### src/rtl/dram_refresh_seq.sv
module dram_refresh_seq #(
  parameter int REFI_CYCLES  = 3900,
  parameter int PWRUP_CYCLES = 25000,
  parameter int WAKE_COUNT   = 8,
  parameter int BACKLOG_MAX  = 8,
  parameter int T_CSR        = 3,
  parameter int T_CHR        = 4,
  parameter int T_RAS        = 18,
  parameter int T_RP         = 13
) (
  input  logic clk,
  input  logic rst_n,
  output logic ref_req,
  input  logic ref_gnt,
  output logic ras_n,
  output logic cas_n,
  output logic we_n,
  output logic ready,
  output logic deadline_miss
);

  localparam int M1 = (PWRUP_CYCLES > T_RAS) ? PWRUP_CYCLES : T_RAS;
  localparam int M2 = (T_RP > T_CSR) ? T_RP : T_CSR;
  localparam int CW = $clog2(((M1 > M2) ? M1 : M2) + 1);
  localparam int TW = $clog2(REFI_CYCLES + 1);
  localparam int WW = $clog2(WAKE_COUNT + 1);
  localparam int BW = $clog2(BACKLOG_MAX + 1);

  typedef enum logic [2:0] {S_PWR, S_IDLE, S_CSR, S_ACT, S_PRE} st_t;

  st_t           st;
  logic [CW-1:0] cnt;
  logic [TW-1:0] tmr;
  logic [BW-1:0] backlog;
  logic [WW-1:0] wake_left;
  logic          missed;

  wire tick     = (st != S_PWR) && (tmr == TW'(REFI_CYCLES - 1));
  wire seq_done = (st == S_PRE) && (cnt == CW'(T_RP - 1));
  wire overflow = tick && (backlog == BW'(BACKLOG_MAX));
  wire in_wake  = (wake_left != '0);

  assign ref_req       = (st == S_IDLE) && (in_wake || backlog != '0);
  assign ras_n         = (st != S_ACT);
  assign cas_n         = !((st == S_CSR) || (st == S_ACT && cnt < CW'(T_CHR)));
  assign we_n          = 1'b1;
  assign ready         = (st != S_PWR) && !in_wake;
  assign deadline_miss = missed;

  always_ff @(posedge clk) begin
    if (!rst_n) begin
      st  <= S_PWR;
      cnt <= '0;
    end else begin
      case (st)
        S_PWR:
          if (cnt == CW'(PWRUP_CYCLES - 1)) begin st <= S_IDLE; cnt <= '0; end
          else cnt <= cnt + 1'b1;
        S_IDLE:
          if (ref_req && ref_gnt) begin st <= S_CSR; cnt <= '0; end
        S_CSR:
          if (cnt == CW'(T_CSR - 1)) begin st <= S_ACT; cnt <= '0; end
          else cnt <= cnt + 1'b1;
        S_ACT:
          if (cnt == CW'(T_RAS - 1)) begin st <= S_PRE; cnt <= '0; end
          else cnt <= cnt + 1'b1;
        S_PRE:
          if (seq_done) begin st <= S_IDLE; cnt <= '0; end
          else cnt <= cnt + 1'b1;
        default: begin st <= S_PWR; cnt <= '0; end
      endcase
    end
  end

  always_ff @(posedge clk) begin
    if (!rst_n || st == S_PWR) tmr <= '0;
    else if (tick)             tmr <= '0;
    else                       tmr <= tmr + 1'b1;
  end

  always_ff @(posedge clk) begin
    if (!rst_n) begin
      backlog   <= '0;
      wake_left <= WW'(WAKE_COUNT);
      missed    <= 1'b0;
    end else if (overflow) begin
      backlog   <= '0;
      wake_left <= WW'(WAKE_COUNT);
      missed    <= 1'b1;
    end else begin
      if (seq_done && in_wake) begin
        wake_left <= wake_left - 1'b1;
        if (wake_left == WW'(1)) missed <= 1'b0;
      end
      if (tick && !(seq_done && !in_wake))      backlog <= backlog + 1'b1;
      else if (!tick && seq_done && !in_wake)   backlog <= backlog - 1'b1;
    end
  end

  logic [15:0] ras_lo_len, ras_hi_len, cas_lo_len;

  always_ff @(posedge clk) begin
    if (!rst_n) begin
      ras_lo_len <= '0;
      ras_hi_len <= '0;
      cas_lo_len <= '0;
    end else begin
      ras_lo_len <= ras_n  ? '0 : ((&ras_lo_len) ? ras_lo_len : ras_lo_len + 1'b1);
      ras_hi_len <= !ras_n ? '0 : ((&ras_hi_len) ? ras_hi_len : ras_hi_len + 1'b1);
      cas_lo_len <= cas_n  ? '0 : ((&cas_lo_len) ? cas_lo_len : cas_lo_len + 1'b1);
    end
  end

  a_r3_cas_setup: assert property (@(posedge clk) disable iff (!rst_n)
    $fell(ras_n) |-> (!cas_n && cas_lo_len >= 16'(T_CSR)));

  a_r3_ras_width: assert property (@(posedge clk) disable iff (!rst_n)
    $rose(ras_n) |-> (ras_lo_len == 16'(T_RAS)));

  a_r3_precharge: assert property (@(posedge clk) disable iff (!rst_n)
    $fell(ras_n) |-> (ras_hi_len >= 16'(T_RP)));

  a_r2_grant_first: assert property (@(posedge clk) disable iff (!rst_n)
    $fell(cas_n) |-> $past(ref_req && ref_gnt));

  a_r7_miss_blocks_ready: assert property (@(posedge clk) disable iff (!rst_n)
    deadline_miss |-> !ready);

endmodule

### config.mk
export PLATFORM = sky130hd
export DESIGN_NAME = dram_refresh_seq
export DESIGN_NICKNAME = d
export VERILOG_FILES = /design/src/rtl/dram_refresh_seq.sv
export SDC_FILE = /design/constraint.sdc
export NUM_CORES = 1
export LEC_CHECK = 0
export BUFFER_PORTS_ARGS = -buffer_cell sky130_fd_sc_hd__buf_2
export CAP_MARGIN = 15
export CORE_AREA = 5 5 76 61
export CTS_CLUSTER_SIZE = 20
export DETAILED_ROUTE_END_ITERATION = 16
export DIE_AREA = 0 0 81 66
export PLACE_DENSITY_LB_ADDON = 0.12
export RECOVER_POWER = 100
export SYNTH_ARGS = -nofsm -noshare
export SYNTH_HDL_FRONTEND = slang
export SYNTH_SLANG_ARGS = --single-unit
### constraint.sdc
create_clock -name clk -period 3.87 [get_ports clk]
set_clock_uncertainty 0.15 [all_clocks]
set_input_delay 0.774 -clock clk [delete_from_list [all_inputs] [get_ports clk]]
set_output_delay 0.774 -clock clk [all_outputs]
set_load 0.1 [all_outputs]
Word-level counts from Yosys, hierarchy flattened
Cells that the tools add are included.
{"block": "op_classes", "order_cmp": 1, "reduce_logical": 31, "n_eq_ne": 17, "addsub": 5, "n_mux": 17, "bitwise": 1}
{"op": "15-bit 2-to-1 mux", "n": 5}
{"op": "15-bit case mux with 5 select lines", "n": 1}
{"op": "15-bit by 1-bit adder with 15-bit output (second input constant)", "n": 1}
{"op": "15-bit equality test (second input constant)", "n": 1}
{"op": "15-bit by 2-bit equality test with 1-bit output (second input constant)", "n": 1}
{"op": "15-bit by 4-bit equality test with 1-bit output (second input constant)", "n": 1}
{"op": "15-bit by 5-bit equality test with 1-bit output (second input constant)", "n": 1}
{"op": "15-bit by 3-bit < comparator with 1-bit output (second input constant)", "n": 1}
{"op": "3-bit 2-to-1 mux", "n": 5}
{"op": "3-bit case mux with 5 select lines", "n": 1}
{"op": "12-bit by 1-bit adder with 12-bit output (second input constant)", "n": 1}
{"op": "12-bit equality test (second input constant)", "n": 1}
{"op": "1-bit logical AND", "n": 12}
{"op": "4-bit 2-to-1 mux", "n": 2}
{"op": "4-bit nonzero test", "n": 2}
{"op": "4-bit by 1-bit subtractor with 4-bit output (second input constant)", "n": 2}
{"op": "3-bit by 2-bit equality test with 1-bit output (second input constant)", "n": 2}
{"op": "2-bit by 1-bit != test with 1-bit output (second input constant)", "n": 3}
{"op": "2-bit nonzero test", "n": 3}
{"op": "1-bit zero test", "n": 5}
{"op": "5-bit AND reduction", "n": 1}
{"op": "4-bit by 1-bit adder with 4-bit output (second input constant)", "n": 1}
{"op": "4-bit by 1-bit equality test with 1-bit output (second input constant)", "n": 1}
{"op": "4-bit equality test (second input constant)", "n": 1}
{"op": "other kinds (11)", "n": 17}
{"block": "totals", "output_inout_bits": 6, "input_bits": 3, "elab_cells": 78, "reg_bits": 39}

Depth between registers and ports, before layout
Gate-level depths: netlist (run 1).
{"block": "logic_depth", "word_depth": 7, "mapped_depth": 12, "mapped_depth_nobuf": 12}

Worst setup path after synthesis (run 1)
No wires, ideal clock.
{"block": "synth_timing", "kind": "register to output", "start": "register wake_left[0]", "end": "output port ready", "slack_ps": 729, "t_required_ps": 2946, "t_arrival_ps": 2217, "n_path_buf": 0, "path_stages_with_launch": 5, "path_cell_list": "dfxtp_1 > inv_1 > ha_1 > or3b_1 > nor2_1"}
{"block": "synth_via", "elab_chain_len": 3}
{"element": "start, declared", "line": "35", "text": "logic [WW-1:0] wake_left;"}
{"element": "start signal, assigned", "line": "84", "text": "wake_left <= WW'(WAKE_COUNT);"}
{"element": "start signal, assigned", "line": "88", "text": "wake_left <= WW'(WAKE_COUNT);"}
{"element": "start signal, assigned", "line": "92", "text": "wake_left <= wake_left - 1'b1;"}
{"element": "4-bit nonzero test", "line": "41", "text": "wire in_wake = (wake_left != '0);"}
{"element": "1-bit zero test", "line": "47", "text": "assign ready = (st != S_PWR) && !in_wake;"}
{"element": "1-bit logical AND", "line": "47"}
{"element": "end, declared", "line": "18", "text": "output logic ready,"}
Every way passes these cells.

Final worst setup path (run 1)
Same ends and word-level chain as after synthesis.

==> out/qor.csv, run 1 <==
stage,metric,value,unit
final_layout,layout cells sized above 1,6.593,%
yosys,top_reg_cell synth,dfxtp_1,
job,number of max-cap violations,1,
place,HPWL reported at the end of detailed placement,3350,µm
setup_path,R2R depth,11,
yosys,share of flip-flops with an asynchronous set or reset,0,%
outcome,failing checks,"capacitance limit, slew limit",
setup_path,CP max stage delay,0.87,ns
place,placed cells,320,
final_layout,Synth-to-Final Area Change,5.314,%
worst_hold_path,hold_sp,deadline_miss$_SDFFE_PN0P_,
die,cell row count,20,
timing,"Slew Viols, Final",20,
final_layout,"commonest non-fill, non-tap cells in the layout","39 x dfxtp_1, 33 x nor2_1, 27 x nand2_1",
place,port buffer count,7,
route,total wire length,4483,µm
cts,Num Clock Sinks,39,
setup_path,Critical Path RT,2.95,ns
worst_hold_path,worst hold endpoint,deadline_miss$_SDFFE_PN0P_,
route,WL per Instance,13.67,µm
final_layout,"commonest non-fill, non-tap cell in the layout",dfxtp_1,
die,core area,3854,µm²
final_layout,ant diodes,0,
yosys,Mapped Avg Cell Area,8.290,µm²
setup_path,crit path kind,flop to output pin,
global_route,grt total ovfl,0,
power,sequential share of power,54.7,%
route,# DRC,0,
power,Clock Power Share,40.9,%
power,Comb pwr share,4.4,%
global_route,largest net degree at the start of global routing,20,
cts,CTS tree,yes,
cts,Inserted Clock Buffers,5,
setup_path,type of origin of the critical path,flop,
yosys,leading area contributor after synthesis,dfxtp_1,
setup_path,"critical path, cell by cell",inv_1 > ha_1 > or3b_1 > nor2_1 > clkbuf_1,
global_route,initial antenna violation count,0,
yosys,"top cells by area, synth","dfxtp_1 35%, nor2_1 5.6%, ha_1 5.1%, nand2_1 4.6%, nand3_1 4.5%",
setup_path,reg2reg setup slack,0.71,ns
cts,"Hold-fix buffers, CTS",0,
setup_path,"CP delay by family, top",buffers and inverters,
yosys,synthesized net count,280,
yosys,synthesized cell area,2213,µm²
cts,Setup Buffers After CTS,0,
yosys,Netlist cell types,54,
final_layout,Finished Layout Cells,328,
setup_path,reg2reg end,backlog[3]$_SDFFE_PP0P_,
timing,Slew Limit Headroom,-3.107,%
die,die area,5346,µm²
setup_path,CP Depth,5,
power,Lkg Pwr,0.8689,nW
yosys,Seq cells post-synth,39,
yosys,sequential share of the synthesized area,35.27,%
worst_hold_path,hold path cells,2,
final_layout,fillcell total,386,
place,Routability Congestion,0.8214,
timing,unrepaired setup endpoints after global routing,no,
timing,Slew @ Worst Pin,1.526,ns
route,initial drt markers,191,
setup_path,Bufs and invs on worst path,2,
setup_path,Worst EP arrival,2.37,ns
power,Power Density,320.7,nW/µm²
route,Via density,5.716,
outcome,status,"finished, violations left",
power,Internal,0.5779,mW
final_layout,Final #Nets,285,
global_route,first-pass GRT wire length,7955,µm
power,Max IR drop VDD,0.1933,mV
cts,Root Driver,clkbuf_8,
setup_path,crit path max fanout,5,
die,DIE WIDTH,81,µm
setup_path,crit path capture type,output pin,
timing,final setup vio count,0,
yosys,Yosys Warn Count,0,
die,Initial Util,57.44,%
power,switching pwr,0.1697,mW
final_layout,Reg area,780.7,µm²
worst_hold_path,hold crit path type,flop to flop,
cts,post-CTS sizing,0,
cts,H-tree Lvls,2,
cts,clock buffer depth,2,
route,TritonRoute pass-1 iters,5,
setup_path,CP max stage cell,clkbuf_1,
timing,Fin. Hold Viols,0,
cts,clock slew at reported path FFs,0.08,ns
global_route,GR Util All Layers,19.17,%
die,Die H,66,µm
yosys,post-synth top area share,35.27,%
route,Antenna Nets Post-Route,0,
timing,post-route clock period utilization,85.06,%
global_route,vias in the first global route,1673,
yosys,Post-synth EDFFs,0,
die,I/O Pins,9,
final_layout,area of the multi-input gates,1304,µm²
yosys,Syn Inst Count,267,
timing,setup TNS,0,ns
setup_path,worst r2r src,cnt[10]$_SDFFE_PN0N_,
cts,clk_lat worst skew,0.30,ns
timing,Fmax,0.3038,GHz
route,via count,1875,
setup_path,Worst Setup SP,wake_left[0]$_SDFFE_PP0N_,
power,switching portion of total power,22.70,%
timing,min Tclk post-route,3.292,ns
==> power groups by stage <==
stage / Combinational, mW / Sequential (mW) / Clock [mW]
after floorplan: 0.0302 / 0.416 / 0
after global placement: 0.0337 / 0.418 / 0
after detailed placement: 0.0337 / 0.418 / 0
after CTS: 0.0339 / 0.409 / 0.311
after global routing: 0.0373 / 0.410 / 0.333
final: 0.0329 / 0.409 / 0.306
==> stage by stage <==
step	util [%]	area, µm²	total power, mW	hold slack, ns	setup slack, ns
floorplan	-	2213	0.4459	0.3141	0.7292
global placement	58.80	2266	0.4520	0.3137	0.8401
detailed placement	58.80	2266	0.4521	0.3192	0.7114
CTS	61.40	2366	0.7540	0.3327	0.7032
global route	60.49	2331	0.7804	0.3476	0.4407
finish	60.49	2331	0.7476	0.3360	0.5780
==> synth_stat cells, drive strengths merged, types with 4 or more instances <==
master  count
a21o        5
a21oi      10
a22o        4
and3        8
buf         4
clkbuf      6
dfxtp      39
ha          9
inv        11
mux2i       5
nand2      27
nand3      20
nand4       8
nand4b      4
nor2       34
nor3        9
nor4        4
or3         5
xnor2       4
xor2       10
==> kinds of logic after synthesis <==
group,count (synthesis),synth area share (%)
multiplexers,5,2.261
other,1,0.1694
AND/OR/NAND/NOR,134,31.71
buffers and inverters,21,4.522
AO/OA/AOI/OAI,43,14.53
adder cells (fa/ha/maj),10,5.992
flip-flops,39,35.27
XOR/XNOR,14,5.540
==> state kept, by name (all words and copies together) (netlist names) <==
signal / flops
backlog: 4
tmr: 12
st: 3
cnt: 15
wake_left: 4
deadline_miss: 1
==> per-layer routing <==
layer	wire, µm	GRT usage (%)
met1	2398	28.79
met2	1682	25.51
met3	333	4.905
met4	69	7.595
met5	0	0
==> worst max path at each step <==
| stage | to | slack (ns) |
|---|---|---|
| after global placement | backlog[3]$_SDFFE_PP0P_ | 0.84 |
| after CTS | backlog[3]$_SDFFE_PP0P_ | 0.70 |
| after detailed placement | backlog[3]$_SDFFE_PP0P_ | 0.71 |
| after floorplan | ready | 0.73 |
| after global routing | backlog[3]$_SDFFE_PP0P_ | 0.44 |
| final | ready | 0.58 |
==> tightest hold or removal path, cell delays in order (launching register included) <==
cell and delay, ns:
dfxtp_1 0.31, o31ai_1 0.07, a21oi_1 0.06
==> layout make-up <==
| type | count | area share [%] |
|---|---|---|
| multi-input cells | 207 | 55.93 |
| flip-flops and latches | 39 | 33.49 |
| clock buffers | 8 | 4.294 |
| well taps | 55 | 2.952 |
| inverters | 11 | 1.771 |
| repair buffers | 8 | 1.557 |
(Power assumes the default switching activity.)
==> run 2, diff against run 1 <==
CORE_AREA = 2 2 73 58   (was 5 5 76 61)
DIE_AREA = 0 0 75 60   (was 0 0 81 66)
RECOVER_POWER = default   (was 100)
==> run 2 against run 1 <==
Effect of this change:
- the flow now finishes without violations
- count of clock-buffer cells in the layout fell by 2
- first-iteration DRC count fell by 34%
- clock power fell by 8.5%
- via count fell by 0.37%
- final cell count did not move
- critical path type is now flop to flop
- critical endpoint is now backlog[3]$_SDFFE_PP0P_
- largest cell class unchanged
- highest routed layer unchanged
==> out/qor.csv, run 2 (same netlist as run 1, synthesis figures left out) <==
stage,metric,value,unit,change
global_route,initial antenna violation count,0,,unchanged
power,Lkg Pwr,0.8899,nW,was 0.8689 nW
timing,Fmax,0.3095,GHz,was 0.3038 GHz
timing,setup TNS,0,ns,unchanged
power,Power Density,306.6,nW/µm²,was 320.7 nW/µm²
route,Antenna Nets Post-Route,0,,unchanged
setup_path,reg2reg end,backlog[3]$_SDFFE_PP0P_,,unchanged
setup_path,Critical Path RT,3.96,ns,was 2.95 ns
setup_path,worst r2r src,cnt[10]$_SDFFE_PN0N_,,unchanged
route,TritonRoute pass-1 iters,4,,was 5
route,via count,1868,,"was 1,875"
final_layout,Synth-to-Final Area Change,6.670,%,was 5.314%
die,Initial Util,57.81,%,was 57.44%
route,Via density,5.695,,was 5.716
global_route,largest net degree at the start of global routing,20,,unchanged
worst_hold_path,worst hold endpoint,deadline_miss$_SDFFE_PN0P_,,unchanged
place,Routability Congestion,0.8798,,was 0.8214
route,total wire length,4480,µm,was 4483 µm
final_layout,"commonest non-fill, non-tap cells in the layout","39 x dfxtp_1, 33 x nor2_1, 27 x nand2_1",,unchanged
global_route,vias in the first global route,1589,,"was 1,673"
outcome,status,completed,,"was finished, violations left"
setup_path,R2R depth,11,,unchanged
final_layout,top flop regs,"cnt (15), tmr (12)",,unchanged
final_layout,"commonest non-fill, non-tap cell in the layout",dfxtp_1,,unchanged
die,DIE WIDTH,75,µm,was 81 µm
die,core area,3829,µm²,was 3854 µm²
setup_path,crit path kind,flop to flop,,was flop to output pin
cts,clk_lat worst skew,0.30,ns,about the same
setup_path,reg2reg setup slack,0.64,ns,was 0.71 ns
die,die area,4500,µm²,was 5346 µm²
route,initial drt markers,127,,was 191
setup_path,type of origin of the critical path,flop,,unchanged
timing,unrepaired setup endpoints after global routing,no,,unchanged
timing,Hold WS,0.3251,ns,was 0.3360 ns
setup_path,Worst Setup SP,cnt[10]$_SDFFE_PN0N_,,was wake_left[0]$_SDFFE_PP0N_
power,Max IR drop VDD,0.2952,mV,was 0.1933 mV
place,port buffer count,7,,unchanged
final_layout,Reg area,780.7,µm²,unchanged
final_layout,Finished Layout Cells,328,,unchanged
final_layout,layout cells sized above 1,10.26,%,was 6.593%
job,number of max-cap violations,0,,was 1
final_layout,Final #Nets,286,,was 285
setup_path,crit path max fanout,5,,unchanged
final_layout,Top reg by flops,cnt,,unchanged
timing,post-route clock period utilization,83.49,%,was 85.06%
die,I/O Pins,9,,unchanged
cts,CTS tree,yes,,unchanged
worst_hold_path,hold_sp,deadline_miss$_SDFFE_PN0P_,,unchanged
power,Total Power,0.7238,mW,was 0.7476 mW
timing,Slew @ Worst Pin,0.8626,ns,was 1.526 ns
worst_hold_path,hold crit path type,flop to flop,,unchanged
route,# DRC,0,,unchanged
timing,Fin. Hold Viols,0,,unchanged
cts,Root Driver,clkbuf_8,,unchanged
final_layout,ant diodes,0,,unchanged
place,HPWL reported at the end of detailed placement,3237,µm,was 3350 µm
global_route,GR Util All Layers,22.07,%,was 19.17%
timing,final setup vio count,0,,unchanged
route,WL per Instance,13.66,µm,was 13.67 µm
timing,Slew Limit Headroom,41.96,%,was -3.107%
die,cell row count,20,,unchanged
cts,Setup Buffers After CTS,0,,unchanged
final_layout,Largest register FFs,15,,unchanged
worst_hold_path,hold path cells,2,,unchanged
setup_path,Worst EP arrival,3.32,ns,was 2.37 ns
global_route,first-pass GRT wire length,7596,µm,was 7955 µm
setup_path,crit path capture type,flop,,was output pin
cts,Inserted Clock Buffers,5,,unchanged
cts,post-CTS sizing,0,,unchanged
timing,"Slew Viols, Final",0,,was 20
cts,"Hold-fix buffers, CTS",0,,unchanged
global_route,grt total ovfl,0,,unchanged
final_layout,area of the multi-input gates,1333,µm²,was 1304 µm²
cts,Num Clock Sinks,39,,unchanged
die,Die H,60,µm,was 66 µm
timing,min Tclk post-route,3.231,ns,was 3.292 ns
place,placed cells,321,,was 320
cts,clock slew at reported path FFs,0.08,ns,about the same
cts,clock buffer depth,2,,unchanged
final_layout,fillcell total,343,,was 386
cts,H-tree Lvls,2,,unchanged
## run 2: changes by cell type in the layout (fill, tap and decap cells not counted), sizes merged
cell	delta
clkbuf	-7
clkinv	+1
buf	+6
## run 2: power breakdown
group / total, mW / internal [mW] / switching [mW]
clock network: 0.280 / 0.140 / 0.140
registers: 0.409 / 0.404 / 0.00533
logic: 0.0343 / 0.0119 / 0.0224
## run 2: area by class of cell
class	instances	area share, %
multi-input cells	207	56.44
repair buffers	9	2.120
inverters	11	1.749
flip-flops and latches	39	33.07
clock inverters	1	0.2120
clock buffers	6	3.498
well taps	55	2.915
## run 2: critical path, cell delays in order, from the launching register on
cell and delay [ns]:
dfxtp_1 0.34, or3_2 0.53, nor2b_1 0.24, nand4b_2 0.22
o21ai_0 0.40, ha_1 0.31, a21o_1 0.18, a21oi_1 0.18
nor2b_1 0.15, mux2i_1 0.09, or3_1 0.32, nand2_1 0.06
## run 2: how the worst max path moves through the flow
stage	cells past startpoint	slack, ns	to
floorplan	4	0.73	ready
global placement	11	0.84	backlog[3]$_SDFFE_PP0P_
detailed placement	11	0.72	backlog[3]$_SDFFE_PP0P_
CTS	11	0.68	backlog[3]$_SDFFE_PP0P_
global route	11	0.42	backlog[3]$_SDFFE_PP0P_
finish	11	0.64	backlog[3]$_SDFFE_PP0P_
## run 2: metal layers
layer / track usage [%] / part of all wire (%) / vias to the layer above
li1: - / - / 964
met1: 35.17 / 53 / 841
met3: 4.722 / 7.1 / 7
met4: 5.357 / 1.0 / 0
met2: 29.57 / 39 / 56
met5: 0 / 0 / -
## run 2: stage by stage
step / cell area (µm²) / setup slack (ns) / util, %
after floorplan: 2213 / 0.7292 / -
after global placement: 2273 / 0.8402 / 59.38
after detailed placement: 2273 / 0.7201 / 59.38
after CTS: 2361 / 0.6813 / 61.67
after global routing: 2361 / 0.4241 / 61.67
final: 2361 / 0.6389 / 61.67
==> run 3, diff against run 2 <==
clock period = 3.2 ns   (was 3.87 ns; I/O delays follow)
==> run 3 against run 2 <==
Effect of this change:
- clock power increased by 31%
- via count grew 3.0%
- sequential power increased by 21%
==> out/qor.csv, run 3 (same netlist as run 1, synthesis figures left out) <==
stage,metric,value,unit,change
cts,Root Driver,clkbuf_8,,unchanged
final_layout,Synth-to-Final Area Change,9.271,%,was 6.670%
timing,Fin. Hold Viols,0,,unchanged
setup_path,type of origin of the critical path,flop,,unchanged
route,# DRC,0,,unchanged
die,Die H,60,µm,unchanged
route,WL per Instance,14.08,µm,was 13.66 µm
cts,CTS tree,yes,,unchanged
route,via count,1924,,"was 1,868"
die,die area,4500,µm²,unchanged
final_layout,ant diodes,0,,unchanged
final_layout,top flop regs,"cnt (15), tmr (12)",,unchanged
final_layout,"commonest non-fill, non-tap cells in the layout","39 x dfxtp_1, 33 x nor2_1, 27 x nand2_1",,unchanged
final_layout,Largest register FFs,15,,unchanged
die,core area,3829,µm²,unchanged
outcome,status,completed,,unchanged
timing,Fmax,0.3371,GHz,was 0.3095 GHz
place,post-place setup slack,0.2371,ns,was 0.7201 ns
final_layout,Final Core Density,63.17,%,was 61.67%
cts,Inserted Clock Buffers,5,,unchanged
place,HPWL reported at the end of detailed placement,3433,µm,was 3237 µm
setup_path,Critical Path RT,3.28,ns,was 3.96 ns
die,DIE WIDTH,75,µm,unchanged
timing,Hold WS,0.3277,ns,was 0.3251 ns
route,Via density,5.743,,was 5.695
final_layout,Final #Nets,292,,was 286
die,I/O Pins,9,,unchanged
place,port buffer count,7,,unchanged
route,total wire length,4718,µm,was 4480 µm
global_route,initial antenna violation count,0,,unchanged
final_layout,fillcell total,349,,was 343
timing,min Tclk post-route,2.967,ns,was 3.231 ns
power,Lkg Pwr,0.9257,nW,was 0.8899 nW
setup_path,crit path capture type,flop,,unchanged
global_route,grt total ovfl,0,,unchanged
cts,"Hold-fix buffers, CTS",0,,unchanged
cts,clock slew at reported path FFs,0.08,ns,about the same
die,cell row count,20,,unchanged
route,Antenna Nets Post-Route,0,,unchanged
global_route,largest net degree at the start of global routing,20,,unchanged
job,number of max-cap violations,0,,unchanged
cts,Num Clock Sinks,39,,unchanged
global_route,first-pass GRT wire length,8024,µm,was 7596 µm
global_route,vias in the first global route,1767,,"was 1,589"
cts,clk_lat worst skew,0.29,ns,was 0.30 ns
global_route,GR Util All Layers,23.33,%,was 22.07%
setup_path,Worst EP arrival,3.05,ns,was 3.32 ns
worst_hold_path,hold crit path type,flop to flop,,unchanged
power,Power Density,374.3,nW/µm²,was 306.6 nW/µm²
die,Initial Util,57.81,%,unchanged
place,Routability Congestion,0.8506,,was 0.8798
timing,setup TNS,0,ns,unchanged
setup_path,crit path kind,flop to flop,,unchanged
power,Total Power,0.9054,mW,was 0.7238 mW
final_layout,"commonest non-fill, non-tap cell in the layout",dfxtp_1,,unchanged
timing,Slew Limit Headroom,61.66,%,was 41.96%
timing,"Slew Viols, Final",0,,unchanged
setup_path,crit path max fanout,5,,unchanged
cts,Setup Buffers After CTS,0,,unchanged
route,TritonRoute pass-1 iters,4,,unchanged
timing,final setup vio count,0,,unchanged
timing,Slew @ Worst Pin,0.5733,ns,was 0.8626 ns
cts,clock buffer depth,2,,unchanged
final_layout,layout cells sized above 1,12.14,%,was 10.26%
power,Max IR drop VDD,0.2575,mV,was 0.2952 mV
timing,unrepaired setup endpoints after global routing,no,,unchanged
timing,post-route clock period utilization,92.70,%,was 83.49%
timing,Setup WS post-layout,0.2335,ns,was 0.6389 ns
cts,H-tree Lvls,2,,unchanged
route,initial drt markers,176,,was 127
final_layout,Top reg by flops,cnt,,unchanged
## run 3: report_power, final
group	total [mW]	internal, mW	switching [mW]
clock	0.367	0.197	0.170
combinational	0.0435	0.0149	0.0286
sequential	0.495	0.488	0.00618
## run 3: repair_timing
action	CTS	global route
endpoints found under the hold margin	0	0
setup endpoints to repair	0	1
gates resized for setup	0	1
## run 3: cell type report
class                           instances  area [µm²]  area share [%]
Sequential cell                        39       780.7           32.28
Clock buffer                            8       100.1           4.139
Inverter                               11       41.29           1.707
Timing Repair Buffer                   15       95.09           3.932
Multi-Input combinational cell        207        1333           55.10
Tap cell                               55       68.82           2.845
## run 3: layer usage
| metal | vias up | wire length (µm) | share of wire [%] | global-route usage, % |
|---|---|---|---|---|
| li1 | 970 | - | - | - |
| met1 | 880 | 2380 | 50 | 35.17 |
| met2 | 65 | 1899 | 40 | 31.70 |
| met3 | 9 | 384 | 8.1 | 7.420 |
| met4 | 0 | 53 | 1.1 | 6.122 |
| met5 | - | 0 | 0 | 0 |
## run 3: final timing paths
path | start | endpoint | slack [ns] | depth (start not counted)
max | cnt[10]$_SDFFE_PN0N_ | backlog[3]$_SDFFE_PP0P_ | 0.23 | 11
min | deadline_miss$_SDFFE_PN0P_ | deadline_miss$_SDFFE_PN0P_ | 0.33 | 2
max reg2reg | cnt[10]$_SDFFE_PN0N_ | backlog[3]$_SDFFE_PP0P_ | 0.23 | 11
min reg2reg | deadline_miss$_SDFFE_PN0P_ | deadline_miss$_SDFFE_PN0P_ | 0.33 | 2
## run 3: critical path, cell delays in order (launching register included)
cell      delay (ns)
dfxtp_1         0.34
or3_2           0.53
nor2b_1         0.23
nand4b_2        0.22
o21ai_1         0.24
ha_1            0.26
a21o_1          0.17
a21oi_1         0.16
nor2b_1         0.15
mux2i_1         0.09
or3_1           0.32
nand2_1         0.06
## run 3: through the flow
step,cells,area [µm²]
global placement,327,2318
floorplan,267,2213
detailed placement,327,2318
CTS,335,2419
global route,335,2419
finish,335,2419
